==> src/rtl/gpio_pkg.sv <==
package gpio_pkg;
  localparam int ADDR_W = 3;
  localparam logic [ADDR_W-1:0] OFS_DATA = 3'd0;
  localparam logic [ADDR_W-1:0] OFS_SET  = 3'd1;
  localparam logic [ADDR_W-1:0] OFS_CLR  = 3'd2;
  localparam logic [ADDR_W-1:0] OFS_DOUT = 3'd3;
  localparam logic [ADDR_W-1:0] OFS_DIN  = 3'd4;
endpackage

==> src/rtl/gpio_sync.sv <==
module gpio_sync #(
  parameter int WIDTH = 32
) (
  input  logic             clk,
  input  logic             rst_n,
  input  logic [WIDTH-1:0] pin_raw,
  output logic [WIDTH-1:0] pin_sync
);
  logic [WIDTH-1:0] stage_a, stage_b;

  always_ff @(posedge clk or negedge rst_n) begin
    if (!rst_n) begin
      stage_a <= '0;
      stage_b <= '0;
    end else begin
      stage_a <= pin_raw;
      stage_b <= stage_a;
    end
  end

  assign pin_sync = stage_b;

  // warm-up counter so the two-edge history never reaches before reset
  logic [1:0] warm_cnt;
  always_ff @(posedge clk or negedge rst_n) begin
    if (!rst_n) warm_cnt <= '0;
    else if (warm_cnt != 2'd2) warm_cnt <= warm_cnt + 2'd1;
  end

  p_sync_two_edges_r2: assert property (@(posedge clk) disable iff (!rst_n)
    (warm_cnt == 2'd2) |-> (pin_sync == $past(pin_raw, 2)));
endmodule

==> src/rtl/gpio_latch_bank.sv <==
module gpio_latch_bank
  import gpio_pkg::*;
#(
  parameter int WIDTH     = 32,
  parameter bit HAS_SET   = 1'b1,
  parameter bit HAS_CLR   = 1'b1,
  parameter bit HAS_DOUT  = 1'b1,
  parameter bit HAS_DIN   = 1'b1,
  parameter bit NO_OUTPUT = 1'b0
) (
  input  logic              clk,
  input  logic              rst_n,
  input  logic              wr_en,
  input  logic [ADDR_W-1:0] wr_addr,
  input  logic [WIDTH-1:0]  wr_data,
  output logic [WIDTH-1:0]  out_q,
  output logic [WIDTH-1:0]  dir_q
);
  localparam bit FIXED_DIR = !HAS_DOUT && !HAS_DIN;

  logic [WIDTH-1:0] out_nxt;

  always_comb begin
    out_nxt = out_q;
    if (wr_en && !NO_OUTPUT) begin
      case (wr_addr)
        OFS_DATA: if (!HAS_SET) out_nxt = wr_data;
        OFS_SET:  if (HAS_SET)  out_nxt = HAS_CLR ? (out_q | wr_data) : wr_data;
        OFS_CLR:  if (HAS_CLR)  out_nxt = out_q & ~wr_data;
        default:  out_nxt = out_q;
      endcase
    end
  end

  always_ff @(posedge clk or negedge rst_n) begin
    if (!rst_n) out_q <= '0;
    else        out_q <= out_nxt;
  end

  if (FIXED_DIR) begin : g_fixed_dir
    assign dir_q = NO_OUTPUT ? '0 : '1;
  end else begin : g_dir_reg
    logic [WIDTH-1:0] dir_nxt;
    logic [WIDTH-1:0] dir_r;
    always_comb begin
      dir_nxt = dir_r;
      if (wr_en && !NO_OUTPUT) begin
        if (HAS_DOUT && wr_addr == OFS_DOUT) dir_nxt = wr_data;
        if (HAS_DIN && wr_addr == OFS_DIN)   dir_nxt = ~wr_data;
      end
    end
    always_ff @(posedge clk or negedge rst_n) begin
      if (!rst_n) dir_r <= '0;
      else        dir_r <= dir_nxt;
    end
    assign dir_q = dir_r;
  end

  if (HAS_SET && HAS_CLR && !NO_OUTPUT) begin : g_chk_set
    p_set_drives_high_r3: assert property (@(posedge clk) disable iff (!rst_n)
      (wr_en && wr_addr == OFS_SET) |=> ((out_q & $past(wr_data)) == $past(wr_data)));
  end
  if (HAS_CLR && !NO_OUTPUT) begin : g_chk_clr
    p_clr_drives_low_r4: assert property (@(posedge clk) disable iff (!rst_n)
      (wr_en && wr_addr == OFS_CLR) |=> ((out_q & $past(wr_data)) == '0));
  end
  if (NO_OUTPUT) begin : g_chk_frozen
    p_writes_frozen_r9: assert property (@(posedge clk) disable iff (!rst_n)
      wr_en |=> ($stable(out_q) && $stable(dir_q)));
  end
endmodule

==> src/rtl/gpio_read_port.sv <==
module gpio_read_port
  import gpio_pkg::*;
#(
  parameter int WIDTH    = 32,
  parameter bit HAS_SET  = 1'b1,
  parameter bit HAS_CLR  = 1'b1,
  parameter bit HAS_DOUT = 1'b1,
  parameter bit HAS_DIN  = 1'b1
) (
  input  logic              clk,
  input  logic              rst_n,
  input  logic              rd_en,
  input  logic [ADDR_W-1:0] rd_addr,
  input  logic [WIDTH-1:0]  pin_sync,
  input  logic [WIDTH-1:0]  out_q,
  input  logic [WIDTH-1:0]  dir_q,
  output logic              rd_valid,
  output logic [WIDTH-1:0]  rd_word
);
  logic [WIDTH-1:0] sel_word;

  always_comb begin
    case (rd_addr)
      OFS_DATA: sel_word = pin_sync;
      OFS_SET:  sel_word = HAS_SET  ? out_q  : '0;
      OFS_CLR:  sel_word = HAS_CLR  ? out_q  : '0;
      OFS_DOUT: sel_word = HAS_DOUT ? dir_q  : '0;
      OFS_DIN:  sel_word = HAS_DIN  ? ~dir_q : '0;
      default:  sel_word = '0;
    endcase
  end

  always_ff @(posedge clk or negedge rst_n) begin
    if (!rst_n) begin
      rd_valid <= 1'b0;
      rd_word  <= '0;
    end else begin
      rd_valid <= rd_en;
      if (rd_en) rd_word <= sel_word;
    end
  end

  p_unmapped_reads_zero_r11: assert property (@(posedge clk) disable iff (!rst_n)
    (rd_en && rd_addr > OFS_DIN) |=> (rd_valid && rd_word == '0));
endmodule

==> src/rtl/gpio_setclr_ctrl.sv <==
module gpio_setclr_ctrl
  import gpio_pkg::*;
#(
  parameter int WIDTH      = 32,
  parameter bit HAS_SET    = 1'b1,
  parameter bit HAS_CLR    = 1'b1,
  parameter bit HAS_DOUT   = 1'b1,
  parameter bit HAS_DIN    = 1'b1,
  parameter bit NO_OUTPUT  = 1'b0,
  parameter bit BIG_ENDIAN = 1'b0
) (
  input  logic             clk,
  input  logic             rst_n,
  input  logic             bus_wr,
  input  logic             bus_rd,
  input  logic [2:0]       bus_addr,
  input  logic [WIDTH-1:0] bus_wdata,
  output logic             rd_valid,
  output logic [WIDTH-1:0] rd_data,
  input  logic [WIDTH-1:0] gpio_in,
  output logic [WIDTH-1:0] gpio_out,
  output logic [WIDTH-1:0] gpio_oe
);
  localparam int NBYTES = WIDTH / 8;
  localparam bit SWAP   = BIG_ENDIAN && (WIDTH % 8 == 0) && (NBYTES > 1);

  logic [WIDTH-1:0] wdata_le, rword_le, pin_sync, out_q, dir_q;

  if (SWAP) begin : g_swap
    for (genvar b = 0; b < NBYTES; b++) begin : g_byte
      assign wdata_le[8*b +: 8] = bus_wdata[8*(NBYTES-1-b) +: 8];
      assign rd_data[8*b +: 8]  = rword_le[8*(NBYTES-1-b) +: 8];
    end
  end else begin : g_noswap
    assign wdata_le = bus_wdata;
    assign rd_data  = rword_le;
  end

  gpio_sync #(.WIDTH(WIDTH)) u_sync (
    .clk(clk), .rst_n(rst_n), .pin_raw(gpio_in), .pin_sync(pin_sync)
  );

  gpio_latch_bank #(
    .WIDTH(WIDTH), .HAS_SET(HAS_SET), .HAS_CLR(HAS_CLR),
    .HAS_DOUT(HAS_DOUT), .HAS_DIN(HAS_DIN), .NO_OUTPUT(NO_OUTPUT)
  ) u_bank (
    .clk(clk), .rst_n(rst_n), .wr_en(bus_wr), .wr_addr(bus_addr),
    .wr_data(wdata_le), .out_q(out_q), .dir_q(dir_q)
  );

  gpio_read_port #(
    .WIDTH(WIDTH), .HAS_SET(HAS_SET), .HAS_CLR(HAS_CLR),
    .HAS_DOUT(HAS_DOUT), .HAS_DIN(HAS_DIN)
  ) u_rd (
    .clk(clk), .rst_n(rst_n), .rd_en(bus_rd), .rd_addr(bus_addr),
    .pin_sync(pin_sync), .out_q(out_q), .dir_q(dir_q),
    .rd_valid(rd_valid), .rd_word(rword_le)
  );

  assign gpio_out = out_q;
  assign gpio_oe  = NO_OUTPUT ? '0 : dir_q;

  if (HAS_DIN) begin : g_chk_din
    p_dirin_inverse_r6: assert property (@(posedge clk) disable iff (!rst_n)
      (bus_rd && !bus_wr && bus_addr == OFS_DIN) |=> (rword_le == ~$past(dir_q)));
  end
  p_read_latency_r8: assert property (@(posedge clk) disable iff (!rst_n)
    bus_rd |=> rd_valid);
  if (NO_OUTPUT) begin : g_chk_nodrive
    p_never_drive_r9: assert property (@(posedge clk) disable iff (!rst_n)
      (gpio_oe == '0) && (gpio_out == '0));
  end
endmodule

==> config.mk <==
export PLATFORM = sky130hd
export DESIGN_NAME = gpio_setclr_ctrl
export DESIGN_NICKNAME = d
export VERILOG_FILES = /design/src/rtl/gpio_pkg.sv /design/src/rtl/gpio_sync.sv /design/src/rtl/gpio_latch_bank.sv /design/src/rtl/gpio_read_port.sv /design/src/rtl/gpio_setclr_ctrl.sv
export SDC_FILE = /design/constraint.sdc
export NUM_CORES = 1
export LEC_CHECK = 0
export ABC_AREA = 1
export BUFFER_PORTS_ARGS = -buffer_cell sky130_fd_sc_hd__buf_2
export CORE_MARGIN = 5
export CORE_UTILIZATION = 53
export DETAILED_ROUTE_END_ITERATION = 8
export PLACE_DENSITY = 0.83
export SYNTH_ARGS = -nofsm -noshare
export SYNTH_HDL_FRONTEND = slang
export SYNTH_SLANG_ARGS = --single-unit
==> constraint.sdc <==
create_clock -name clk -period 1 [get_ports clk]
set_input_delay 0.2 -clock clk [delete_from_list [all_inputs] [get_ports clk]]
set_output_delay 0.2 -clock clk [all_outputs]
set_load 0.01 [all_outputs]
# Yosys cells after proc, flatten, opt, wreduce, memory -nomap -nowiden
# Cells that the tools add are included.
[classes]
addsub = 0
n_mul = 0
div = 0
order_cmp = 0
eq_ne = 4
n_shift = 0
n_mux = 4
bitwise_logic = 4
reduce_logical = 6
[ops]
columns = ["operator", "n"]
rows = [
  ["32-bit one-hot mux with 4 select lines", 1],
  ["32-bit two-way mux", 2],
  ["32-bit NOT", 2],
  ["32-bit one-hot mux with 2 select lines", 1],
  ["32-bit AND", 1],
  ["32-bit bitwise OR", 1],
  ["3-bit by 2-bit equality test with 1-bit output, second input constant", 2],
  ["2-bit AND reduction", 2],
  ["2-bit nonzero test", 2],
  ["3-bit by 1-bit equality test with 1-bit output, second input constant", 1],
  ["3-bit equality test, second input constant", 1],
  ["3-bit zero test", 1],
  ["2-bit OR reduction", 1],
]
[word_totals]
reg_bits = 161
latch_bits = 0
mem_bits_rw = 0
mem_bits_ro = 0
in_bits = 71
output_inout_bits = 97
word_cells = 24
n_memories = 0

# Logic depth before layout (Yosys ltp)
# Gate-level depths: netlist (run 1).
[depth]
ltp_word = 3
ltp_mapped = 9
depth_no_buf = 7

# By module
# A second synthesis (run 1) with hierarchy kept.
[unflattened]
cells_unflattened = 881
hier_area_um2 = 7255.7
[modules_own_cells]
columns = ["module", "n_inst", "cells_each", "area_per_inst_um2", "seq_area_each_um2"]
rows = [
  ["gpio_latch_bank", 1, 429, 3311.9, 1601.5],
  ["gpio_read_port", 1, 388, 2342.2, 825.8],
  ["gpio_sync", 1, 64, 1601.5, 1601.5],
]

# Worst setup path before layout (run 1)
# OpenSTA, ideal clock, no wires.
[synth_timing]
path_type = "in2reg"
startpoint = "in bus_addr[2]"
endpoint = "reg u_bank.g_dir_reg.dir_r[0] (netlist: u_bank.dir_q[0])"
setup_time_ns = 0.126
arrival_time_ns = 1.050
path_slack_ns = -0.176
stages = 5
path_cell_list = "inv_2 > nand3_1 > a21boi_2 > buf_2 > o21ai_0"
[synth_between]
elab_chain_cells = 3
[synth_rtl]
columns = ["item", "line_no", "source"]
rows = [
  ["from (decl)", "gpio_setclr_ctrl.sv:16", "input logic [2:0] bus_addr,"],
  ["3-bit equality test / 3-bit by 2-bit equality test with 1-bit output (equally long branches)", "gpio_latch_bank.sv:49, gpio_latch_bank.sv:48", ""],
  ["2-bit nonzero test (no line)", "n/a", ""],
  ["2-bit AND reduction (no line)", "n/a", ""],
  ["to (signal assigned)", "gpio_latch_bank.sv:54", "else dir_r <= dir_nxt;"],
  ["to (decl)", "gpio_latch_bank.sv:44", "logic [WIDTH-1:0] dir_r;"],
]
# Parallel ways exist; a longest one is shown, timed or not.
# A chain may end at the register's enable or synchronous reset.

# Worst setup path in the final report (run 1)
[layout_timing]
startpoint = "reg u_bank.g_dir_reg.dir_r[30] (netlist: u_bank.dir_q[30])"
endpoint = "out gpio_oe[30]"
[layout_rtl]
columns = ["item", "line_no", "source"]
rows = [
  ["to (decl)", "gpio_setclr_ctrl.sv:22", "output logic [WIDTH-1:0] gpio_oe"],
]
# No word-level cell between the ends.

==> results by group, run 1 <==
STA
  • Fmax: 830 MHz
  • # setup viols final: 108
  • Slew headroom: 0.813
  • Max-slew violation count: 0
  • Tmin final: 1.20 ns
  • Final Hold Viols: 0
  • Worst-margin pin slew: 0.280 ns
  • RSZ-0062 raised after global routing: true
  • PnR worst setup slack: -0.204 ns
  • Setup Skew: 0.00635 ns
  • Final period util: 1.20

Clocking
  • Clk buf depth: 2
  • Clock transition at path regs: 0.06 ns
  • Worst-Skew Late Latency: 0.43 ns
  • Sink Count: 161
  • Cts bufs inserted: 17
  • CTS root buf: clkbuf_16
  • H-tree depth: 4
  • CTS tree: built

Routing
  • Routed vias: 6824
  • WL/cell: 18.4 um
  • Final wirelength: 23.0 mm
  • Vias/cell: 5.44
  • Post-route ant nets: 0
  • Drt first pass iters: 5
  • Iteration-0 DRC count of the detailed router: 739
  • Post-route DRC: 0

Hold path
  • HP Class: primary input to register
  • Hold Crit Start: bus_wdata[28]
  • Worst hold stages: 3

Worst setup path
  • Worst R2R Setup Slack: -0.07 ns
  • Critical Path Source Type: register
  • Kind of cell adding the most delay to the critical path: flip-flops
  • CP arrival: 1.00 ns
  • Worst R2R Path Depth: 7
  • Crit path cell chain: buf_2
  • Crit end category: output port
  • CP Buf/Inv Count: 1
  • Reg2reg start: u_bank.dir_q[31]
  • WS Path Type: register to output port
  • Crit path max fanout: 3
  • CP max stage cell: dfrtp_1
  • Max incr delay on CP: 0.42 ns
  • Crit Reg-Reg Endpoint: u_rd.rd_word[31]
  • Crit path required time: 0.80 ns

Placed design
  • Buffers on Ports: 167
  • Routability-driven placement congestion ratio: 0.912
  • Dpl ws: -0.343 ns
  • Dpl hpwl: 13.1 mm

Power and ir drop
  • PwrDens: 2090 mW/mm^2
  • Clock power share: 0.312
  • Sequential power share: 0.391
  • Worst vdd ir: 1.28 mV
  • Int Power: 14.7 mW
  • Sw Pwr: 6.41 mW
  • Switching Fraction: 0.304
  • Comb pwr share: 0.297
  • Pleak: 5.33 nW

Logic synthesis
  • Mean post-synth cell area: 8.81 sq um
  • Post-synthesis sequential area ratio: 0.598
  • Cells after Synth: 764
  • Number of flops mapped to enable cells by yosys: 0
  • Library cells used by synthesis: 17
  • Post-synth ARST share: 1.00
  • Synth cell count leaders: nand2_1 (292), dfrtp_1 (161), inv_1 (67)
  • Most numerous cell in the Yosys netlist: nand2_1
  • Synthesized net count: 835
  • Post-synthesis cell area: 0.00673 sq mm
  • Most common flop cell mapped by yosys: dfrtp_1
  • Area share of the largest cell type after synthesis: 0.598
  • Synth area leaders: dfrtp_1 (60%), nand2_1 (16%), nand3_1 (4.8%), o21ai_0 (4.3%), xor2_1 (4.2%)
  • Yosys warning count: 0
  • Area leader, netlist: dfrtp_1
  • Yosys reg bits: 161

GRT
  • Global-route wire length before repair: 34.5 mm
  • Initial antenna violation count: 2
  • Largest net degree at the start of global routing: 42
  • Total gr overflow: 0
  • Total global-route track usage: 0.303
  • Number of global-route vias before repair: 6886

Layout
  • Post-layout net count: 1139
  • Share of cells above drive strength 1: 0.364
  • Fin util: 0.807
  • Area Overhead vs Synth: 50.0%

Floorplan
  • I/O pin cnt: 168
  • Number of cell rows: 41
  • Core Footprint: 0.0125 sq mm
  • Die Area: 0.0151 sq mm
  • Die H: 123 um
  • Initial cell density of the core: 0.538
  • Die width: 123 um

Job
  • Maxcap violations: 0

Run status
  • Status: finished with violations
  • Failing checks: setup timing
-- power groups by stage --
stage | clock, mW | combinational, mW | sequential (mW)
2_1_floorplan | 0 | 1.67 | 8.64
3_3_place_gp | 0 | 3.81 | 8.32
3_5_place_dp | 0 | 3.92 | 8.35
4_1_cts | 6.63 | 5.27 | 8.12
5_1_grt | 6.94 | 6.78 | 8.33
6_report | 6.58 | 6.27 | 8.24
-- placed cells by master (no fill, tap or decap), types with 13 or more instances in the layout --
cell type	Yosys	routed
nand3_1	65	54
nand4_1	32	32
dfrtp_1	161	161
buf_6	0	52
clkbuf_16	0	17
nand2_1	292	265
buf_2	16	143
buf_4	2	88
buf_12	0	13
inv_4	0	14
nand2_2	0	26
o21ai_0	58	58
dlygate4sd3_1	0	34
xor2_1	32	32
inv_1	67	43
-- timing repair --
item | CTS | global route
gates resized for setup | 21 | 108
endpoints found under the setup margin | 97 | 121
hold endpoints to repair | 194 | 0
hold buffers | 34 | 0
buffers inserted | 67 | 29
pin swaps | 0 | 45
-- layout make-up --
class                      count  area (sq um)
sequential                   161          4030
timing repair buffer         330          2560
fill                         739          2410
multi-input combinational    490          2400
clock buffer                  22           464
inverter                      68           290
tap                          172           215
clock inverter                10           134
antenna                        2          5.00
-- how the worst max path moves through the flow --
stage	startpoint	endpoint	cells past startpoint
final	u_bank.dir_q[30]	gpio_oe[30]	1
after global routing	u_bank.dir_q[30]	gpio_oe[30]	1
after CTS	register	gpio_out[22]	1
after detailed placement	bus_addr[0]	u_bank.dir_q[23]	7
after global placement	bus_addr[2]	u_rd.rd_word[3]	9
after floorplan	bus_addr[2]	u_bank.dir_q[23]	5
-- stage by stage --
stage / power (mW) / cells / setup TNS (ns) / hold WS (ns) / instance area (sq um)
3_3_place_gp: 12.1 / 1102 / -21.27 / 0.0710 / 8120
5_1_grt: 22.0 / 1255 / -20.11 / 0.0845 / 10100
2_1_floorplan: 10.3 / 764 / -2.97 / -0.0956 / 6800
3_5_place_dp: 12.3 / 1102 / -25.42 / 0.0720 / 8120
6_report: 21.1 / 1255 / -15.92 / 0.0756 / 10100
4_1_cts: 20.0 / 1235 / -16.33 / 0.0607 / 9650
-- routing by layer --
layer,wire (um),GRT usage,vias up
li1,-,-,3021
met1,8330,0.369,3241
met2,11600,0.501,459
met3,2030,0.0705,103
met4,1060,0.163,0
met5,0,0,-
-- kinds of logic (layout without fill, tap and decap cells) --
| logic type | Yosys count | in the layout | synth area share |
|---|---|---|---|
| AOI/OAI and AO/OA | 65 | 65 | 0.0492 |
| xor gates and xnor gates | 32 | 32 | 0.0416 |
| buffers and inverters | 113 | 430 | 0.0675 |
| DFF | 161 | 161 | 0.598 |
| other | 0 | 2 | 0 |
| and+or+nand+nor | 393 | 393 | 0.243 |
Note: power is estimated with default switching activity, not from simulation.
==> run 2, diff against run 1 <==
--- a/config.mk
+++ b/config.mk
@@ -5,10 +5,10 @@
 export SDC_FILE = /design/constraint.sdc
 export NUM_CORES = 1
 export LEC_CHECK = 0
-export ABC_AREA = 1
+export ABC_AREA = 0
 export BUFFER_PORTS_ARGS = -buffer_cell sky130_fd_sc_hd__buf_2
 export CORE_MARGIN = 5
-export CORE_UTILIZATION = 53
+export CORE_UTILIZATION = 54
 export DETAILED_ROUTE_END_ITERATION = 8
 export PLACE_DENSITY = 0.83
 export SYNTH_ARGS = -nofsm -noshare
==> results by group, run 2 <==
STA
  • Tmin final: 1.22 ns (was 1.20 ns)
  • Slew headroom: 0.769 (was 0.813)
  • Max-slew violation count: 0 (unchanged)
  • RSZ-0062 raised after global routing: true (unchanged)
  • Final Hold Viols: 0 (unchanged)
  • PnR worst setup slack: -0.223 ns (was -0.204 ns)
  • Worst-margin pin slew: 0.337 ns (was 0.280 ns)
  • Setup TNS: -19.56 ns (was -15.92 ns)
  • Fmax: 818 MHz (was 830 MHz)
  • Setup Skew: 0.0108 ns (was 0.00635 ns)
  • # setup viols final: 128 (was 108)
  • Final period util: 1.22 (was 1.20)
  • Final hold slack: 0.00789 ns (was 0.0756 ns)

Logic synthesis
  • Cells after Synth: 567 (was 764)
  • Synthesized net count: 638 (was 835)
  • Synth cell count leaders: dfrtp_1 (161), a31oi_1 (96), mux2i_1 (96) (was nand2_1 (292), dfrtp_1 (161), inv_1 (67))
  • Library cells used by synthesis: 20 (was 17)
  • Mean post-synth cell area: 12.4 sq um (was 8.81 sq um)
  • Post-synthesis sequential area ratio: 0.571 (was 0.598)
  • Most numerous cell in the Yosys netlist: dfrtp_1 (was nand2_1)
  • Area share of the largest cell type after synthesis: 0.571 (was 0.598)
  • Yosys warning count: 0 (unchanged)
  • Synth area leaders: dfrtp_1 (57%), mux2i_1 (14%), a31oi_1 (8.5%), mux2_2 (5.1%), xnor2_1 (4.0%) (was dfrtp_1 (60%), nand2_1 (16%), nand3_1 (4.8%), o21ai_0 (4.3%), xor2_1 (4.2%))
  • Most common flop cell mapped by yosys: dfrtp_1 (unchanged)
  • Yosys reg bits: 161 (unchanged)
  • Number of flops mapped to enable cells by yosys: 0 (unchanged)
  • Area leader, netlist: dfrtp_1 (unchanged)
  • Post-synthesis cell area: 0.00706 sq mm (was 0.00673 sq mm)
  • Post-synth ARST share: 1.00 (unchanged)

Routing
  • Drt first pass iters: 5 (unchanged)
  • Iteration-0 DRC count of the detailed router: 673 (was 739)
  • Post-route DRC: 0 (unchanged)
  • Final wirelength: 24.1 mm (was 23.0 mm)
  • Post-route ant nets: 0 (unchanged)
  • Vias/cell: 5.93 (was 5.44)
  • Routed vias: 6297 (was 6824)
  • WL/cell: 22.7 um (was 18.4 um)

Placed design
  • Placed Cells: 902 (was 1102)
  • Dpl hpwl: 13.1 mm (about the same)
  • Dpl ws: -0.416 ns (was -0.343 ns)
  • Post-DP Area: 0.00841 sq mm (was 0.00812 sq mm)
  • Routability-driven placement congestion ratio: 0.846 (was 0.912)
  • Buffers on Ports: 167 (unchanged)

Worst setup path
  • Kind of cell adding the most delay to the critical path: flip-flops (unchanged)
  • Crit path cell chain: buf_2 (unchanged)
  • Crit end category: output port (unchanged)
  • Crit path max fanout: 2 (was 3)
  • Critical Path Source Type: register (unchanged)
  • WS Path Type: register to output port (unchanged)
  • CP Buf/Inv Count: 1 (unchanged)
  • Crit path required time: 0.80 ns (about the same)
  • CP arrival: 1.02 ns (was 1.00 ns)
  • Max incr delay on CP: 0.42 ns (about the same)
  • CP max stage cell: dfrtp_1 (unchanged)

Clocking
  • H-tree depth: 4 (unchanged)
  • CTS root buf: clkbuf_16 (unchanged)
  • Clk buf depth: 2 (unchanged)
  • Worst-Skew Late Latency: 0.44 ns (was 0.43 ns)
  • Cts bufs inserted: 17 (unchanged)
  • CTS tree: built (unchanged)
  • Clock transition at path regs: 0.06 ns (about the same)
  • Sink Count: 161 (unchanged)

GRT
  • Number of global-route vias before repair: 6629 (was 6886)
  • Total gr overflow: 0 (unchanged)
  • Largest net degree at the start of global routing: 39 (was 42)
  • Initial antenna violation count: 0 (was 2)
  • Total global-route track usage: 0.286 (was 0.303)
  • Global-route wire length before repair: 35.0 mm (was 34.5 mm)

Run status
  • Failing checks: setup timing (unchanged)
  • Status: finished with violations (unchanged)

Power and ir drop
  • Pleak: 5.00 nW (was 5.33 nW)
  • PwrDens: 2050 mW/mm^2 (was 2090 mW/mm^2)
  • Worst vdd ir: 1.73 mV (was 1.28 mV)
  • Total power: 22.1 mW (was 21.1 mW)

Floorplan
  • Core Footprint: 0.0127 sq mm (was 0.0125 sq mm)
  • I/O pin cnt: 168 (unchanged)
  • Die H: 124 um (was 123 um)
  • Die Area: 0.0155 sq mm (was 0.0151 sq mm)
  • Initial cell density of the core: 0.555 (was 0.538)
  • Number of cell rows: 41 (unchanged)
  • Die width: 124 um (was 123 um)

Layout
  • Final instance area: 0.0108 sq mm (was 0.0101 sq mm)
  • Fin util: 0.846 (was 0.807)
  • Most frequent cells in the layout: dfrtp_1 (161), buf_2 (147), a31oi_1 (94) (was nand2_1 (265), dfrtp_1 (161), buf_2 (143))
  • Area Overhead vs Synth: 52.6% (was 50.0%)
  • Fill cell count: 625 (was 739)
  • Post-layout net count: 948 (was 1139)
  • Commonest non-fill, non-tap cell in the layout: dfrtp_1 (was nand2_1)
  • Share of cells above drive strength 1: 0.445 (was 0.364)
  • Final cell count without fillers: 1062 (was 1255)
  • Ant diodes: 0 (was 2)

Hold path
  • HP Class: primary input to register (unchanged)

Job
  • Maxcap violations: 0 (unchanged)
-- run 2: cell count changes in the layout (fill, tap and decap cells not counted), moves of 29 or more --
cell | before | now
a31oi_1 | 0 | 94
buf_4 | 88 | 59
mux2i_1 | 0 | 85
nand2_1 | 265 | 0
nand3_1 | 54 | 0
nand4_1 | 32 | 0
nor2b_1 | 0 | 29
o21ai_0 | 58 | 0
xnor2_1 | 0 | 32
xor2_1 | 32 | 0
-- run 2: kinds of logic after synthesis --
logic type | Yosys count | synth area share
multiplexers | 128 | 0.187
flip-flops | 161 | 0.571
buffers and inverters | 78 | 0.0569
XOR/XNOR | 33 | 0.0410
AND/OR/NAND/NOR | 38 | 0.0351
AO/OA/AOI/OAI | 129 | 0.109
-- run 2: worst paths after layout --
check,start,endpoint,slack (ns),depth (start not counted)
max,u_bank.dir_q[8],gpio_oe[8],-0.22,1
min,bus_wdata[17],register,0.008,2
max reg2reg,u_bank.dir_q[8],u_rd.rd_word[8],-0.15,5
min reg2reg,u_sync.stage_a[30],u_sync.pin_sync[30],0.34,0
max in group asynchronous,rst_n,u_bank.dir_q[22],0.28,3
min in group asynchronous,rst_n,u_bank.dir_q[1],0.22,2
-- run 2: routing by layer --
layer	vias up	global-route usage	wire [um]
met3	87	0.0832	1900
met5	-	0	0
met2	357	0.488	12400
met1	3203	0.336	8800
li1	2650	-	-
met4	0	0.123	1010
-- run 2: what timing repair did --
item                                    4_1_cts  5_1_grt
hold buffers                                 52        1
endpoints found under the setup margin       99      135
buffers inserted                             64       27
gates resized for setup                      22      119
hold endpoints to repair                    212        1
pin swaps                                     1        5
-- run 2: report_power, final --
part | total (mW) | switching [mW] | internal (mW)
Sequential | 8.18 | 0.745 | 7.44
Combinational | 6.49 | 3.06 | 3.44
Clock | 7.42 | 2.75 | 4.67
-- run 2: final cells by class --
cell class,instances,area [sq um],share of cell area
multi-input combinational,328,3010,0.279
tap,172,215,0.0200
timing repair buffer,337,2730,0.254
clock inverter,14,238,0.0221
clock buffer,18,429,0.0399
inverter,32,120,0.0112
sequential,161,4030,0.374
==> run 3, diff against run 2 <==
--- a/config.mk
+++ b/config.mk
@@ -7,10 +7,12 @@
 export LEC_CHECK = 0
 export ABC_AREA = 0
 export BUFFER_PORTS_ARGS = -buffer_cell sky130_fd_sc_hd__buf_2
+export CELL_PAD_IN_SITES_DETAIL_PLACEMENT = 1
+export CELL_PAD_IN_SITES_GLOBAL_PLACEMENT = 2
 export CORE_MARGIN = 5
-export CORE_UTILIZATION = 54
+export CORE_UTILIZATION = 38
 export DETAILED_ROUTE_END_ITERATION = 8
-export PLACE_DENSITY = 0.83
+export PLACE_DENSITY = 0.82
 export SYNTH_ARGS = -nofsm -noshare
 export SYNTH_HDL_FRONTEND = slang
 export SYNTH_SLANG_ARGS = --single-unit
==> constraint.sdc (replaced) <==
create_clock -name clk -period 1.45 [get_ports clk]
set_input_delay 0.29 -clock clk [delete_from_list [all_inputs] [get_ports clk]]
set_output_delay 0.29 -clock clk [all_outputs]
set_load 0.01 [all_outputs]
==> results by group, run 3 (same netlist as run 2, synthesis figures left out) <==
Layout
  • Commonest non-fill, non-tap cell in the layout: buf_2 (was dfrtp_1)
  • Ant diodes: 0 (unchanged)
  • Area Overhead vs Synth: 31.3% (was 52.6%)
  • Share of cells above drive strength 1: 0.346 (was 0.445)
  • Post-layout net count: 847 (was 948)
  • Most frequent cells in the layout: buf_2 (165), dfrtp_1 (161), mux2i_1 (96), a31oi_1 (96), dlygate4sd3_1 (33) (was dfrtp_1 (161), buf_2 (147), a31oi_1 (94))

STA
  • RSZ-0062 raised after global routing: false (was true)
  • Worst-margin pin slew: 0.426 ns (was 0.337 ns)
  • Slew headroom: 0.716 (was 0.769)
  • Final Hold Viols: 0 (unchanged)
  • Fmax: 747 MHz
  • Tmin final: 1.34 ns
  • # setup viols final: 0 (was 128)
  • Setup Skew: 0.00819 ns (was 0.0108 ns)
  • Setup TNS: 0 ns (was -19.56 ns)
  • Max-slew violation count: 0 (unchanged)
  • Final period util: 0.923

GRT
  • Global-route wire length before repair: 34.7 mm (was 35.0 mm)
  • Number of global-route vias before repair: 6192 (was 6629)
  • Total global-route track usage: 0.206 (was 0.286)
  • Initial antenna violation count: 3 (was 0)
  • Largest net degree at the start of global routing: 39 (unchanged)
  • Total gr overflow: 0 (unchanged)

Worst setup path
  • Crit path required time: 1.16 ns (was 0.80 ns)
  • CP arrival: 1.05 ns (was 1.02 ns)
  • CP Buf/Inv Count: 1 (unchanged)
  • Crit Reg-Reg Endpoint: u_rd.rd_word[30] (was u_rd.rd_word[8])
  • Worst R2R Setup Slack: 0.42 ns (was -0.15 ns)
  • Path length in cells of the critical path: 1 (unchanged)
  • Crit end category: output port (unchanged)
  • Crit path cell chain: buf_2 (unchanged)
  • Max incr delay on CP: 0.44 ns (was 0.42 ns)
  • CP max stage cell: dfrtp_1 (unchanged)
  • Critical Path Source Type: register (unchanged)
  • WS Path Type: register to output port (unchanged)
  • Worst Setup EP: gpio_out[30] (was gpio_oe[8])
  • Worst R2R Path Depth: 3 (was 5)
  • Kind of cell adding the most delay to the critical path: flip-flops (unchanged)
  • Crit path max fanout: 4 (was 2)

Power and ir drop
  • Total power: 13.0 mW (was 22.1 mW)
  • Worst vdd ir: 0.852 mV (was 1.73 mV)
  • PwrDens: 1400 mW/mm^2 (was 2050 mW/mm^2)
  • Pleak: 4.24 nW (was 5.00 nW)

Placed design
  • Dpl hpwl: 14.8 mm (was 13.1 mm)
  • Buffers on Ports: 167 (unchanged)
  • Routability-driven placement congestion ratio: 0.798 (was 0.846)

Routing
  • Post-route DRC: 0 (unchanged)
  • WL/cell: 21.1 um (was 22.7 um)
  • Post-route ant nets: 0 (unchanged)
  • Final wirelength: 21.5 mm (was 24.1 mm)
  • Iteration-0 DRC count of the detailed router: 248 (was 673)
  • Vias/cell: 5.31 (was 5.93)
  • Drt first pass iters: 6 (was 5)
  • Routed vias: 5405 (was 6297)

Clocking
  • Worst-Skew Late Latency: 0.43 ns (was 0.44 ns)
  • Cts bufs inserted: 17 (unchanged)
  • Clock transition at path regs: 0.07 ns (was 0.06 ns)
  • CTS tree: built (unchanged)
  • Setup repair bufs after CTS: 0 (was 64)
  • CTS hold repair buffers: 33 (was 52)
  • Sink Count: 161 (unchanged)
  • H-tree depth: 4 (unchanged)
  • Post-cts resize count: 0 (was 22)
  • CTS root buf: clkbuf_16 (unchanged)
  • Clk buf depth: 2 (unchanged)

Floorplan
  • Core Footprint: 0.0181 sq mm (was 0.0127 sq mm)
  • Number of cell rows: 49 (was 41)
  • I/O pin cnt: 168 (unchanged)
  • Die H: 146 um (was 124 um)
  • Initial cell density of the core: 0.389 (was 0.555)
  • Die width: 146 um (was 124 um)
  • Die Area: 0.0214 sq mm (was 0.0155 sq mm)

Run status
  • Status: complete, no violations (was finished with violations)

Job
  • Maxcap violations: 0 (unchanged)

Hold path
  • HP Class: primary input to register (unchanged)
==> run 3: cell types whose count changed in the layout (fill, tap and decap cells not counted), moves of 11 or more <==
cell / change
mux2i_1: +11
o21ai_2: -28
dlygate4sd3_1: -20
o21ai_1: +28
mux2_4: -28
mux2_2: +28
buf_6: -59
buf_4: -33
buf_2: +18
==> run 3: final cells by class <==
type                            instances  area, sq um
Clock buffer                           19          453
Inverter                               32          120
Fill cell                            1931         8880
Timing Repair Buffer                  236         1580
Multi-Input combinational cell        328         2670
Tap cell                              229          287
Clock inverter                         13          125
Sequential cell                       161         4030
==> run 3: how the worst min path moves through the flow <==
stage	start	to	slack, ns	depth (start not counted)
floorplan	rst_n	async pin	-0.006	0
global placement	rst_n	u_sync.pin_sync[4]	0.24	1
detailed placement	rst_n	u_sync.pin_sync[30]	0.25	1
CTS	bus_wdata[25]	register	0.05	2
global route	bus_wdata[26]	register	0.07	2
finish	bus_wdata[25]	register	0.07	2
==> run 3: per-layer routing <==
layer	routed length [um]	track usage	vias up
met3	1040	0.0524	45
met1	9020	0.252	2759
met4	556	0.0837	6
li1	-	-	2441
met2	10800	0.350	154
met5	39	0	-
==> run 3: per-stage QoR <==
step	area [sq um]	util	hold WS (ns)	cells	worst slack, ns
global route	9260	0.510	0.0656	1018	0.0774
floorplan	7060	-	-0.00559	567	0.0774
CTS	9260	0.510	0.0533	1018	0.0894
detailed placement	8350	0.460	0.245	953	-0.172
global placement	8350	0.460	0.238	953	0.00326
finish	9260	0.510	0.0683	1018	0.111
==> run 3: power by group <==
group,internal [mW],total [mW],leakage (nW),switching [mW]
sequential,5.13,5.68,1.84,0.546
clock,2.48,4.44,0.275,1.95
combinational,1.33,2.87,2.13,1.54
total,8.94,13.0,4.24,4.04
